## config.mk

```make
export PLATFORM = sky130hd
export DESIGN_NAME = ahbseq_tracker
export DESIGN_NICKNAME = d
export VERILOG_FILES = /design/src/rtl/ahbseq_pkg.sv /design/src/rtl/ahbseq_tracker.sv
export SDC_FILE = /design/constraint.sdc
export NUM_CORES = 1
export LEC_CHECK = 0
export ABC_CLOCK_PERIOD_IN_PS = 3800
export BUFFER_PORTS_ARGS = -buffer_cell sky130_fd_sc_hd__buf_2
export CAP_MARGIN = 30
export CELL_PAD_IN_SITES_DETAIL_PLACEMENT = 0
export CELL_PAD_IN_SITES_GLOBAL_PLACEMENT = 1
export CORE_MARGIN = 1.5
export CORE_UTILIZATION = 42
export CTS_CLUSTER_SIZE = 16
export DETAILED_ROUTE_END_ITERATION = 8
export PLACE_DENSITY_LB_ADDON = 0.1
export SLEW_MARGIN = 20
export SYNTH_ARGS = -nofsm -noshare
export SYNTH_HDL_FRONTEND = slang
export SYNTH_SLANG_ARGS = --single-unit
```

## constraint.sdc

```tcl
create_clock -name clk -period 3.8 [get_ports clk]
set_input_delay 0.38 -clock clk [delete_from_list [all_inputs] [get_ports clk]]
set_output_delay 0.38 -clock clk [all_outputs]
set_load 0.02 [all_outputs]
```

## src/rtl/ahbseq_pkg.sv

```systemverilog
// Package: shared constants and helpers for the transfer sequence checker.
// Assumes the standard AHB-Lite transfer and burst encodings.
package ahbseq_pkg;
    localparam int NUM_V  = 6;
    localparam int CODE_W = 3;
    localparam int BEAT_W = 4;

    localparam logic [1:0] TR_IDLE = 2'd0;
    localparam logic [1:0] TR_BUSY = 2'd1;
    localparam logic [1:0] TR_NSEQ = 2'd2;
    localparam logic [1:0] TR_SEQ  = 2'd3;

    localparam int V_BUSY = 0;
    localparam int V_SEQ  = 1;
    localparam int V_CNT  = 2;
    localparam int V_CTRL = 3;
    localparam int V_HOLD = 4;
    localparam int V_ADDR = 5;

    // Number of SEQ beats that follow the NONSEQ of a fixed-length burst.
    function automatic logic [BEAT_W-1:0] seq_beats(input logic [2:0] b);
        case (b)
            3'd2, 3'd3: seq_beats = BEAT_W'(3);
            3'd4, 3'd5: seq_beats = BEAT_W'(7);
            3'd6, 3'd7: seq_beats = BEAT_W'(15);
            default:    seq_beats = '0;
        endcase
    endfunction

    // True for the wrapping burst kinds.
    function automatic logic is_wrap(input logic [2:0] b);
        is_wrap = (b == 3'd2) || (b == 3'd4) || (b == 3'd6);
    endfunction
endpackage

```

## src/rtl/ahbseq_tracker.sv

```systemverilog
// Module: ahbseq_tracker
// Follows burst progress on accepted cycles (hready high) and reports
// one-cycle events for BUSY/SEQ outside a burst, beat count errors,
// control changes and incrementing address errors.
// Assumes hready is the bus-level ready seen by every slave.
module ahbseq_tracker
    import ahbseq_pkg::*;
#(
    parameter int ADDR_W = 32
) (
    input  logic              clk,
    input  logic              rst_n,
    input  logic [1:0]        htrans,
    input  logic [2:0]        hburst,
    input  logic [2:0]        hsize,
    input  logic              hwrite,
    input  logic [ADDR_W-1:0] haddr,
    input  logic              hready,
    output logic [NUM_V-1:0]  ev
);
    localparam logic [ADDR_W-1:0] ONE = ADDR_W'(1);

    logic              open_q, open_d;
    logic              fixed_q, fixed_d;
    logic [BEAT_W-1:0] left_q, left_d;
    logic              wr_q, wr_d;
    logic [2:0]        sz_q, sz_d;
    logic [2:0]        bu_q, bu_d;
    logic [ADDR_W-1:0] addr_q, addr_d;
    logic              ctrl_diff;
    logic              due;
    logic [ADDR_W-1:0] next_addr;

    assign ctrl_diff = (hwrite != wr_q) || (hsize != sz_q) || (hburst != bu_q);
    assign due       = open_q && fixed_q && (left_q != '0);
    assign next_addr = addr_q + (ONE << hsize);

    // Decide events and next burst state for the accepted transfer.
    always_comb begin
        ev      = '0;
        open_d  = open_q;
        fixed_d = fixed_q;
        left_d  = left_q;
        wr_d    = wr_q;
        sz_d    = sz_q;
        bu_d    = bu_q;
        addr_d  = addr_q;
        if (hready) begin
            case (htrans)
                TR_IDLE: begin
                    if (due) ev[V_CNT] = 1'b1;
                    open_d = 1'b0;
                end
                TR_BUSY: begin
                    if (!open_q)        ev[V_BUSY] = 1'b1;
                    else if (ctrl_diff) ev[V_CTRL] = 1'b1;
                end
                TR_NSEQ: begin
                    if (due) ev[V_CNT] = 1'b1;
                    open_d  = (hburst != 3'd0);
                    fixed_d = (hburst >= 3'd2);
                    left_d  = seq_beats(hburst);
                    wr_d    = hwrite;
                    sz_d    = hsize;
                    bu_d    = hburst;
                    addr_d  = haddr;
                end
                default: begin
                    if (!open_q) begin
                        ev[V_SEQ] = 1'b1;
                    end else begin
                        if (ctrl_diff) ev[V_CTRL] = 1'b1;
                        if (fixed_q) begin
                            if (left_q == '0) ev[V_CNT] = 1'b1;
                            else              left_d = left_q - 1'b1;
                        end
                        if (!is_wrap(bu_q) && (haddr != next_addr))
                            ev[V_ADDR] = 1'b1;
                        addr_d = haddr;
                    end
                end
            endcase
        end
    end

    // Burst state registers.
    always_ff @(posedge clk) begin
        if (!rst_n) begin
            open_q  <= 1'b0;
            fixed_q <= 1'b0;
            left_q  <= '0;
            wr_q    <= 1'b0;
            sz_q    <= '0;
            bu_q    <= '0;
            addr_q  <= '0;
        end else begin
            open_q  <= open_d;
            fixed_q <= fixed_d;
            left_q  <= left_d;
            wr_q    <= wr_d;
            sz_q    <= sz_d;
            bu_q    <= bu_d;
            addr_q  <= addr_d;
        end
    end
endmodule

```

# Word level (Yosys, flattened, before mapping)
# Cells that the tools add are included.
dict set report totals {
  reg_bits 45
  latch_bits 0
  ramBits 0
  rom_bits 0
  in_bits 44
  output_inout_bits 6
  wordCells 77
  memories 0
}
dict set report op_classes {
  add_sub_neg 2
  multipliers 0
  div_mod_pow 0
  order_cmp 1
  n_eq_ne 16
  shift 1
  muxes 24
  n_bitwise 1
  n_reduce_logical 25
}
# op n
set op_table {}
lappend op_table {{one-hot mux 32 bit (2 select lines)} 1}
lappend op_table {{adder 32 bit} 1}
lappend op_table {{two-way mux 32 bit} 1}
lappend op_table {{inequality test 32 bit} 1}
lappend op_table {{left shift 1 x 3 -> 32 bit, first input constant} 1}
lappend op_table {{== test 3 bit, second input constant} 6}
lappend op_table {{two-way mux 4 bit} 4}
lappend op_table {{two-way mux 1 bit} 12}
lappend op_table {{one-hot mux 4 bit (3 select lines)} 1}
lappend op_table {{OR reduction 2 bit} 5}
lappend op_table {{== test 3 x 2 -> 1 bit, second input constant} 3}
lappend op_table {{one-hot mux 4 bit (2 select lines)} 1}
lappend op_table {{inequality test 3 bit} 2}
lappend op_table {{one-hot mux 1 bit (2 select lines)} 3}
lappend op_table {{nonzero test 2 bit} 3}
lappend op_table {{AND reduction 5 bit} 1}
lappend op_table {{logical NOT 4 bit} 1}
lappend op_table {{logical OR 1 bit} 4}
lappend op_table {{AND reduction 2 bit} 2}
lappend op_table {{nonzero test 4 bit} 1}
lappend op_table {{subtractor 4 x 1 -> 4 bit, second input constant} 1}
lappend op_table {{>= comparator 3 x 2 -> 1 bit, second input constant} 1}
lappend op_table {{logical AND 1 bit} 3}
lappend op_table {{AND reduction 3 bit} 1}
lappend op_table {{other kinds (10)} 10}

# Longest topological paths before layout
# Gate-level depths: netlist of run 1.
dict set report depth {
  ltp_word 9
  depth_mapped 12
  ltp_nobuf 11
}

# Worst setup path after synthesis of run 1
# No wires, ideal clock.
dict set report synth_timing {
  path_type {input to output}
  startpoint {input port hsize[0]}
  endpoint {output port ev[5]}
  t_arrival_ns 3.356
  slack_ns 0.064
  path_stages 11
  path_buffers 1
  path_cell_list {clkbuf_1 -> nor3b_1 -> ha_1 -> a211oi_1 -> nor3_1 -> o21ai_1 -> nor2_1 -> mux2i_1 -> o31ai_1 -> o22a_1 -> a2111oi_1}
}
dict set report synth_via {
  elab_chain_cells 8
}
# element line_no
set synth_rtl {}
lappend synth_rtl {{start, declared} ahbseq_tracker.sv:15} ;# input logic [2:0] hsize,
lappend synth_rtl {{left shift 1 x 3 -> 32 bit} ahbseq_tracker.sv:36} ;# assign next_addr = addr_q + (ONE << hsize);
lappend synth_rtl {{adder 32 bit} ahbseq_tracker.sv:36}
lappend synth_rtl {{inequality test 32 bit} ahbseq_tracker.sv:77} ;# if (!is_wrap(bu_q) && (haddr != next_addr))
lappend synth_rtl {{logical AND 1 bit} ahbseq_tracker.sv:77}
lappend synth_rtl {{two-way mux 1 bit} ahbseq_tracker.sv:77}
lappend synth_rtl {{two-way mux 1 bit} ahbseq_tracker.sv:69} ;# if (!open_q) begin
lappend synth_rtl {{two-way mux 1 bit} ahbseq_tracker.sv:49} ;# case (htrans)
lappend synth_rtl {{two-way mux 1 bit} ahbseq_tracker.sv:48} ;# if (hready) begin
lappend synth_rtl {{end, declared} ahbseq_tracker.sv:19} ;# output logic [NUM_V-1:0] ev
# Every way passes these cells.

# Worst setup path in the final report of run 1
dict set report layout_timing {
  startpoint {input port hsize[2]}
  endpoint {output port ev[5]}
}
# Same word-level chain as after synthesis.

==> results of run 1 <==
==> state kept, by name, summed over array words and instances (netlist names) <==
| name | cells |
|---|---|
| addr_q | 32 |
| bu_q | 3 |
| fixed_q | 1 |
| left_q | 4 |
| open_q | 1 |
| sz_q | 3 |
| wr_q | 1 |
==> routing by layer <==
metal	vias up	routed length, um	part of all wire
met2	60	3650	0.46
met3	8	360	0.045
met1	1388	3850	0.48
met5	-	0	0
li1	1555	-	-
met4	0	92	0.012
==> synth_stat cells, types with 4 or more instances <==
cell type,number,area share
sky130_fd_sc_hd__inv_1,5,0.0058
sky130_fd_sc_hd__clkbuf_1,17,0.020
sky130_fd_sc_hd__a21o_1,4,0.0093
sky130_fd_sc_hd__and3_1,5,0.0097
sky130_fd_sc_hd__ha_1,9,0.035
sky130_fd_sc_hd__nand3_1,9,0.014
sky130_fd_sc_hd__nor4_1,6,0.012
sky130_fd_sc_hd__nand4_1,13,0.025
sky130_fd_sc_hd__nor2_1,17,0.020
sky130_fd_sc_hd__nor3b_1,8,0.019
sky130_fd_sc_hd__o211ai_1,4,0.0093
sky130_fd_sc_hd__a21boi_0,40,0.093
sky130_fd_sc_hd__mux2i_1,5,0.015
sky130_fd_sc_hd__xor2_1,17,0.046
sky130_fd_sc_hd__dfxtp_1,45,0.28
sky130_fd_sc_hd__nor2b_1,7,0.014
sky130_fd_sc_hd__nand2_1,100,0.12
sky130_fd_sc_hd__nor3_1,11,0.017
sky130_fd_sc_hd__o21ai_0,8,0.012
sky130_fd_sc_hd__a21oi_1,13,0.020
sky130_fd_sc_hd__xnor2_1,36,0.097
==> stage by stage <==
| step | hold WS [ns] | utilization | area (um^2) | setup slack, ns |
|---|---|---|---|---|
| final | 0.337 | 0.506 | 3730 | 0.155 |
| after global routing | 0.341 | 0.506 | 3730 | 0.0124 |
| after CTS | 0.323 | 0.498 | 3670 | 0.0444 |
| after detailed placement | 0.469 | 0.479 | 3530 | 0.0612 |
| after global placement | 0.461 | 0.479 | 3530 | 0.141 |
| after floorplan | 0.448 | - | 3240 | 0.0642 |
==> power groups by stage <==
| stage | sequential (mW) | combinational [mW] | clock [mW] |
|---|---|---|---|
| detailed placement | 0.519 | 0.198 | 0 |
| global placement | 0.519 | 0.196 | 0 |
| floorplan | 0.513 | 0.138 | 0 |
| global route | 0.512 | 0.224 | 0.465 |
| CTS | 0.508 | 0.199 | 0.450 |
| finish | 0.508 | 0.200 | 0.436 |
==> cell type report <==
class / instances / area [um^2]
fillers: 747 / 3640
multi-input cells: 352 / 2270
flip-flops and latches: 45 / 901
repair buffers: 54 / 285
well taps: 99 / 124
clock buffers: 5 / 68.8
clock inverters: 3 / 65.1
inverters: 5 / 18.8
==> logic make-up (layout without fill, tap and decap cells) <==
family | count (synthesis) | in the layout
buffers and inverters | 26 | 67
multiplexers | 5 | 5
AO/OA/AOI/OAI | 90 | 90
adder cells (fa/ha/maj) | 10 | 10
AND/OR/NAND/NOR | 193 | 193
flip-flops | 45 | 45
other | 1 | 1
XOR/XNOR | 53 | 53
==> worst max-delay path: stages <==
cell and delay (ns):
sky130_fd_sc_hd__buf_2 0.16, sky130_fd_sc_hd__nor3_2 0.19, sky130_fd_sc_hd__ha_2 0.23, sky130_fd_sc_hd__fa_2 0.24, sky130_fd_sc_hd__a211oi_2 0.08, sky130_fd_sc_hd__o211ai_2 0.26, sky130_fd_sc_hd__and4_4 0.29, sky130_fd_sc_hd__nand3_4 0.08
sky130_fd_sc_hd__or4_1 0.53, sky130_fd_sc_hd__a2111oi_2 0.30, sky130_fd_sc_hd__and4b_1 0.27, sky130_fd_sc_hd__a2111oi_1 0.08, sky130_fd_sc_hd__buf_2 0.17
==> path summary, 6_finish.rpt <==
kind,start,to,slack [ns]
hold reg to reg,sz_q[1],sz_q[1],0.48
hold / removal,haddr[25],addr_q[25],0.34
setup / recovery,hsize[2],ev[5],0.16
setup reg to reg,left_q[0],left_q[3],1.97
==> repair_timing <==
action	in CTS	in global routing
setup endpoints to repair	0	1
resized for setup	0	9
setup buffers	0	4
==> qor.yml, run 1 <==
drt-total-wl_mm: 7.96
critPathLaunchType: "primary input"
power_density_of_the_placed_cells_mw_per_mm2: 307
final_nets: 517
start_util: 0.440
yosys.area_share.adder: 0.0409
sequential_share_of_the_synthesized_area: 0.278
drt_first_pass_iters: 4
insertion_delay_of_the_later_clocked_pin_in_the_worst_skew_pair_ns: 0.30
rsz0062_at_grt: "false"
drc_violations_left: 0
grt_start_max_net_pins: 46
power_switching_share: 0.266
dp.cells: 551
synth-warning-count: 0
report.final.setup_viol: 0
post_cts_hold_fix_bufs: 0
tightest_slew_ns: 0.697
maxCapViolations: 0
final_hold_fails: 0
chipHeight_um: 90.8
first_iter_violations: 119
grt-ovfl-total: 0
timing.critical_path.fanout_max: 10
cts_root_buf: "sky130_fd_sc_hd__clkbuf_8"
grt_antenna_before_repair: 0
post_drt_via_cell_ratio: 5.35
total_leakage_power_nw: 1.37
comb_power_share: 0.175
detailed_place_hpwl_mm: 5.85
syn2layout_area_growth_pct: 15.1
floorplan.die_area_mm2: 0.00825
gate_count_of_the_mapped_netlist: 423
clk_pin_slew_ns: 0.09
post_route_cells_drive_above_1_share: 0.168
h-tree-depth: 2
asyncSetResetFlopFracSynth: 0
seqPwrFrac: 0.444
timing.critical_path.to_type: "primary output"
critical_path_start_end_classification: "in2out"
worstPathArrival_ns: 3.26
placeableCoreArea_mm2: 0.00737
fin_cells: 563
grt_use_met2: 0.332
hold_path.class: "in2reg"
yosys.area_share.simple: 0.289
count_of_boundary_i_o_pins: 50
port_buffers: 48
routabilityCongestion: 0.800
route.vias.total: 3011
num_antenna_cells: 0
power.ir.vdd_worst_mv: 0.213
internal_power_mw: 0.840
synthXorXnorAreaFrac: 0.143
run_status: "finished, final reports clean"
via_count_of_the_first_global_routing_pass: 2886
totalNegativeSetupSlack_ns: 0
cts_buffers: 5
reg2regPathDepth: 8
grt-busiest-layer: "met2"
finalClockSkew_ns: 0.00956
final_common_cell: "sky130_fd_sc_hd__nand2_1"
finalCritPeriodShare: 0.959
fmax_ghz: 0.274
maxSlewHeadroom: 0.535
synth_fp_nets: 477
most-common-layout-cells: "100 x sky130_fd_sc_hd__nand2_1, 48 x sky130_fd_sc_hd__buf_2, 45 x sky130_fd_sc_hd__dfxtp_1, 40 x sky130_fd_sc_hd__a21boi_0, 36 x sky130_fd_sc_hd__xnor2_1"
synth_seq_cells: 45
chipWidth_um: 90.8
mux_share_of_post_synthesis_cell_area: 0.0154
placement_rows: 31
grt_first_pass_wirelength_mm: 13.3
post_layout_minimum_cycle_time_ns: 3.64
syn_avg_cell_area_um2: 7.66
p_switching_mw: 0.305
clock_power_share: 0.381
syn_area_mm2: 0.00324
synth_compound_gate_area_share: 0.199
cts_tree: "yes"
synth_top_family_by_area: "simple AND/OR/NAND/NOR gates"
hold-path-cell-count: 3
antenna_left: 0
synth-edff-count: 0
slew_violations: 0
synth_cell_types: 52
maximum_buffer_depth_of_the_clock_tree: 2
met1_usage: 0.252
drt-wirelength-per-cell_um: 14.1
post-layout-total-power_mw: 1.14
cts.sink_count: 45
global_route.usage.total: 0.198
gr-usage-met3: 0.0421
yosys_most_used_dff: "sky130_fd_sc_hd__dfxtp_1"
cp_data_required_time_ns: 3.42
Power figures use the tool's default switching activity.
==> inputs of run 2 (changes only) <==
CAP_MARGIN = unset   (was 30)
CELL_PAD_IN_SITES_DETAIL_PLACEMENT = 1   (was 0)
==> run 2 against run 1 <==
  * Global-route usage is 2.7 points higher
  * Clock power is 11% lower
  * Non-clock buffer count is 1 lower
  * Hold slack worse by 0.0095 ns
  * Via count is 3.1% higher
  * Highest routed layer unchanged
  * Sequential power hardly changed
  * Worst setup slack worse by 0.036 ns
  * Critical path type unchanged
==> qor.yml, run 2 (synthesis gave the netlist of run 1 again) <==
chipHeight_um: 90.8
grt_start_max_net_pins: 46
largest_register_ff_count: 32
power_density_of_the_placed_cells_mw_per_mm2: 297
clock_power_share: 0.350
cp_data_required_time_ns: 3.42
insertion_delay_of_the_later_clocked_pin_in_the_worst_skew_pair_ns: 0.31
fillCellCount: 957
finalClockSkew_ns: 0.0105
multi_input_area_mm2: 0.00228
area.sequential_um2: 901
reg2regPathDepth: 8
floorplan.die_area_mm2: 0.00825
syn2layout_area_growth_pct: 14.8
final_core_area_utilization: 0.504
final_common_cell: "sky130_fd_sc_hd__nand2_1"
timing.critical_path.to_type: "primary output"
fin_cells: 562
placement_rows: 31
dp.cells: 551
maximum_buffer_depth_of_the_clock_tree: 2
power.ir.vdd_worst_mv: 0.133
timing.critical_path.fanout_max: 10
critPathLaunchType: "primary input"
worstReg2RegEnd: "left_q[2]"
cts_tree: "yes"
reg2reg_from: "left_q[0]"
finalCritPeriodShare: 0.969
reg.largest.list: "addr_q: 32 flops, left_q: 4 flops"
final_hold_fails: 0
post_cts_hold_fix_bufs: 0
drc_violations_left: 0
worstPathArrival_ns: 3.30
internal_power_mw: 0.777
registers.top_by_ff_count: "addr_q"
cts.sink_count: 45
pre_cts_setup_slack_ns: 0.0650
route.vias.total: 3104
critical_path.endpoint: "ev[5]"
num_antenna_cells: 0
maxSlewHeadroom: 0.533
report.final.setup_viol: 0
antenna_left: 0
tightest_slew_ns: 0.700
p_switching_mw: 0.325
comb_power_share: 0.188
critical_path.startpoint: "hsize[1]"
power_switching_share: 0.295
clk_pin_slew_ns: 0.10
hold_path.class: "in2reg"
final_nets: 516
cts_root_buf: "sky130_fd_sc_hd__clkbuf_8"
hold-path-cell-count: 3
global_route.usage.total: 0.225
final_critical_path_setup_slack_ns: 0.119
count_of_boundary_i_o_pins: 50
critical_path_start_end_classification: "in2out"
chipWidth_um: 90.8
most-common-layout-cells: "100 x sky130_fd_sc_hd__nand2_1, 47 x sky130_fd_sc_hd__buf_2, 45 x sky130_fd_sc_hd__dfxtp_1, 40 x sky130_fd_sc_hd__a21boi_0, 36 x sky130_fd_sc_hd__xnor2_1"
detailed_place_hpwl_mm: 6.66
post_route_cells_drive_above_1_share: 0.168
port_buffers: 48
post_layout_minimum_cycle_time_ns: 3.68
via_count_of_the_first_global_routing_pass: 3121
grt_antenna_before_repair: 0
fmax_ghz: 0.272
run_status: "finished, final reports clean"
grt-ovfl-total: 0
start_util: 0.440
grt_first_pass_wirelength_mm: 15.2
maxCapViolations: 0
post_drt_via_cell_ratio: 5.52
drt_first_pass_iters: 4
first_iter_violations: 70
seqPwrFrac: 0.462
h-tree-depth: 2
drt-wirelength-per-cell_um: 16.2
placeableCoreArea_mm2: 0.00737
drt-total-wl_mm: 9.12
setup.reg_to_reg.worst_slack_ns: 1.92
cts_buffers: 5
post-layout-total-power_mw: 1.10
routabilityCongestion: 0.800
slew_violations: 0
total_leakage_power_nw: 1.35
==> run 2: power groups by stage <==
stage          Combinational, mW  Clock (mW)  Sequential [mW]
3_3_place_gp               0.196           0            0.519
5_1_grt                    0.232       0.417            0.512
2_1_floorplan              0.138           0            0.513
3_5_place_dp               0.202           0            0.520
6_report                   0.207       0.386            0.509
4_1_cts                    0.204       0.390            0.509
==> run 2: layer usage <==
layer	up-vias	track usage	routed length, um
met5	-	0	0
met4	0	0.0469	84
met3	8	0.0404	333
met2	52	0.386	4440
met1	1493	0.294	4270
li1	1551	-	-
==> run 2: layout make-up <==
cell class | instances | area share
Clock inverter | 3 | 0.0125
Multi-Input combinational cell | 352 | 0.613
Inverter | 5 | 0.00505
Tap cell | 99 | 0.0333
Timing Repair Buffer | 53 | 0.0754
Clock buffer | 5 | 0.0185
Sequential cell | 45 | 0.242
==> run 2: repair_timing <==
action / CTS / global route
setup endpoints to repair: 0 / 1
resized for setup: 0 / 12
setup buffers: 0 / 3
==> run 2: through the flow <==
stage / hold slack (ns) / cell area [um^2] / setup TNS [ns]
global placement: 0.461 / 3530 / 0
CTS: 0.332 / 3650 / 0
global route: 0.326 / 3720 / -0.0456
detailed placement: 0.474 / 3530 / 0
floorplan: 0.448 / 3240 / 0
finish: 0.327 / 3720 / 0
==> run 2: worst max-delay path, stage by stage <==
cell	delay [ns]
sky130_fd_sc_hd__clkbuf_4	0.17
sky130_fd_sc_hd__nor3_4	0.19
sky130_fd_sc_hd__ha_2	0.23
sky130_fd_sc_hd__fa_2	0.22
sky130_fd_sc_hd__a211oi_1	0.11
sky130_fd_sc_hd__o211ai_2	0.27
sky130_fd_sc_hd__and4_4	0.29
sky130_fd_sc_hd__nand3_4	0.08
sky130_fd_sc_hd__or4_1	0.54
sky130_fd_sc_hd__a2111oi_2	0.30
sky130_fd_sc_hd__and4b_1	0.26
sky130_fd_sc_hd__a2111oi_1	0.08
sky130_fd_sc_hd__buf_2	0.17
==> run 2: worst min-delay path by stage <==
stage | from | end | slack, ns
2_1_floorplan | addr_q[0] | addr_q[0] | 0.45
3_3_place_gp | addr_q[2] | addr_q[2] | 0.46
3_5_place_dp | addr_q[7] | addr_q[7] | 0.47
4_1_cts | hwrite | wr_q | 0.33
5_1_grt | haddr[26] | addr_q[26] | 0.33
6_report | hwrite | wr_q | 0.33
==> inputs of run 3 (changes only) <==
CORE_ASPECT_RATIO = 0.5   (was unset)
==> run 3 against run 2 <==
  * Total power increased by 13%
  * Cell count increased by 0.18%
  * Register-to-register slack got worse by 0.05 ns
==> qor.yml, run 3 (synthesis gave the netlist of run 1 again) <==
run_status: "finished, final reports clean"
cts_root_buf: "sky130_fd_sc_hd__clkbuf_16"
total_leakage_power_nw: 1.40
placeableCoreArea_mm2: 0.00740
slew_violations: 0
p_switching_mw: 0.353
power_switching_share: 0.283
timing.critical_path.fanout_max: 10
floorplan.die_area_mm2: 0.00828
drt_first_pass_iters: 4
drt-wirelength-per-cell_um: 17.1
global_route.usage.total: 0.246
maximum_buffer_depth_of_the_clock_tree: 2
fmax_ghz: 0.269
worst_path_largest_cell_delay_ns: 0.53
gr-usage-met3: 0.0448
via_count_of_the_first_global_routing_pass: 3284
comb_power_share: 0.171
crit_slowest_cell: "sky130_fd_sc_hd__or4_4"
final_common_cell: "sky130_fd_sc_hd__nand2_1"
grt_use_met2: 0.422
syn2layout_area_growth_pct: 18.2
num_antenna_cells: 0
post_layout_minimum_cycle_time_ns: 3.72
grt_antenna_before_repair: 0
worstPathArrival_ns: 3.34
grt-busiest-layer: "met2"
largest_register_ff_count: 32
route.vias.total: 3170
maxSlewHeadroom: 0.505
cts_tree: "yes"
critical_path_start_end_classification: "in2out"
crit_family: "simple AND/OR/NAND/NOR gates"
final_nets: 520
most-common-layout-cells: "100 x sky130_fd_sc_hd__nand2_1, 45 x sky130_fd_sc_hd__dfxtp_1, 45 x sky130_fd_sc_hd__buf_2, 40 x sky130_fd_sc_hd__a21boi_0, 36 x sky130_fd_sc_hd__xnor2_1"
drt-total-wl_mm: 9.65
grt-ovfl-total: 0
grt_start_max_net_pins: 46
dp.cells: 552
chipHeight_um: 65.1
post_drt_via_cell_ratio: 5.63
routabilityCongestion: 0.929
clock_power_share: 0.420
timing.critical_path.to_type: "primary output"
worstPathCellList: "buf_4 > nor3_4 > ha_2 > fa_2 > a211oi_2 > o211ai_2 > and4_4 > nand3_4 > or4_4 > a2111oi_2 > and4b_1 > a2111oi_2 > buf_4"
power_density_of_the_placed_cells_mw_per_mm2: 326
first_iter_violations: 164
drc_violations_left: 0
cp.buffers_inverters: 2
clk_pin_slew_ns: 0.07
final_hold_fails: 0
tightest_slew_ns: 0.743
fin_cells: 563
cp_data_required_time_ns: 3.42
internal_power_mw: 0.894
grt_first_pass_wirelength_mm: 16.0
port_buffers: 48
report.final.setup_viol: 0
totalNegativeSetupSlack_ns: 0
met1_usage: 0.329
critPathLaunchType: "primary input"
placement_rows: 22
count_of_boundary_i_o_pins: 50
seqPwrFrac: 0.409
reg.largest.list: "addr_q: 32 flops, left_q: 4 flops"
post_route_cells_drive_above_1_share: 0.186
antenna_left: 0
cts_buffers: 5
hold_path.class: "in2reg"
finalClockSkew_ns: 0.00757
chipWidth_um: 127
detailed_place_hpwl_mm: 7.12
registers.top_by_ff_count: "addr_q"
finalCritPeriodShare: 0.980
cts.sink_count: 45
insertion_delay_of_the_later_clocked_pin_in_the_worst_skew_pair_ns: 0.29
h-tree-depth: 2
start_util: 0.437
maxCapViolations: 0
power.ir.vdd_worst_mv: 0.177
==> run 3: cell types whose count changed in the layout (fill, tap and decap cells not counted), sizes merged <==
cell,delta
buf,+5
clkbuf,-1
==> run 3: per-layer routing <==
metal  vias to the layer above  part of all wire
li1                       1558                 -
met3                         6             0.039
met5                         -                 0
met2                        62              0.46
met4                         0            0.0075
met1                      1544              0.49
==> run 3: power groups by stage <==
stage | sequential (mW) | clock (mW) | combinational (mW)
after floorplan | 0.513 | 0 | 0.138
after global placement | 0.519 | 0 | 0.195
after global routing | 0.513 | 0.554 | 0.237
after detailed placement | 0.520 | 0 | 0.205
after CTS | 0.509 | 0.532 | 0.208
final | 0.509 | 0.524 | 0.213
==> run 3: stage by stage <==
stage | hold slack, ns | total power [mW] | util | instance area [um^2] | setup WS [ns]
6_report | 0.351 | 1.25 | 0.517 | 3830 | 0.0777
5_1_grt | 0.362 | 1.30 | 0.517 | 3830 | -0.0434
4_1_cts | 0.352 | 1.25 | 0.504 | 3730 | 0.0353
3_5_place_dp | 0.474 | 0.725 | 0.481 | 3560 | -0.00841
3_3_place_gp | 0.462 | 0.713 | 0.481 | 3560 | 0.104
2_1_floorplan | 0.448 | 0.651 | - | 3240 | 0.0642
==> run 3: tightest hold or removal path: cells and delay by family <==
family | cells | cell delay [ns]
buffers and inverters | 1 | 0.11
AOI/OAI and AO/OA | 1 | 0.06
and+or+nand+nor | 1 | 0.05
==> run 3: repair_timing <==
| item | 4_1_cts | 5_1_grt |
|---|---|---|
| resized for setup | 1 | 21 |
| pin swaps | 0 | 6 |
| hold buffers | 0 | 0 |
| endpoints found under the setup margin | 1 | 1 |
| buffers inserted | 0 | 3 |
==> run 3: cell type report <==
cell class              count  area (um^2)
well taps                  96          120
repair buffers             57          315
inverters                   5         18.8
multi-input cells         352         2300
fillers                   910         3580
clock inverters             3         46.3
clock buffers               5          125
flip-flops and latches     45          901
==> run 3: worst paths after layout <==
check / startpoint / endpoint / slack [ns] / cells after the start
worst min register to register: addr_q[3] / addr_q[3] / 0.48 / 2
worst max register to register: open_q / addr_q[25] / 1.87 / 5
worst min-delay path: haddr[3] / addr_q[3] / 0.35 / 3
worst max-delay path: hsize[1] / ev[5] / 0.08 / 13
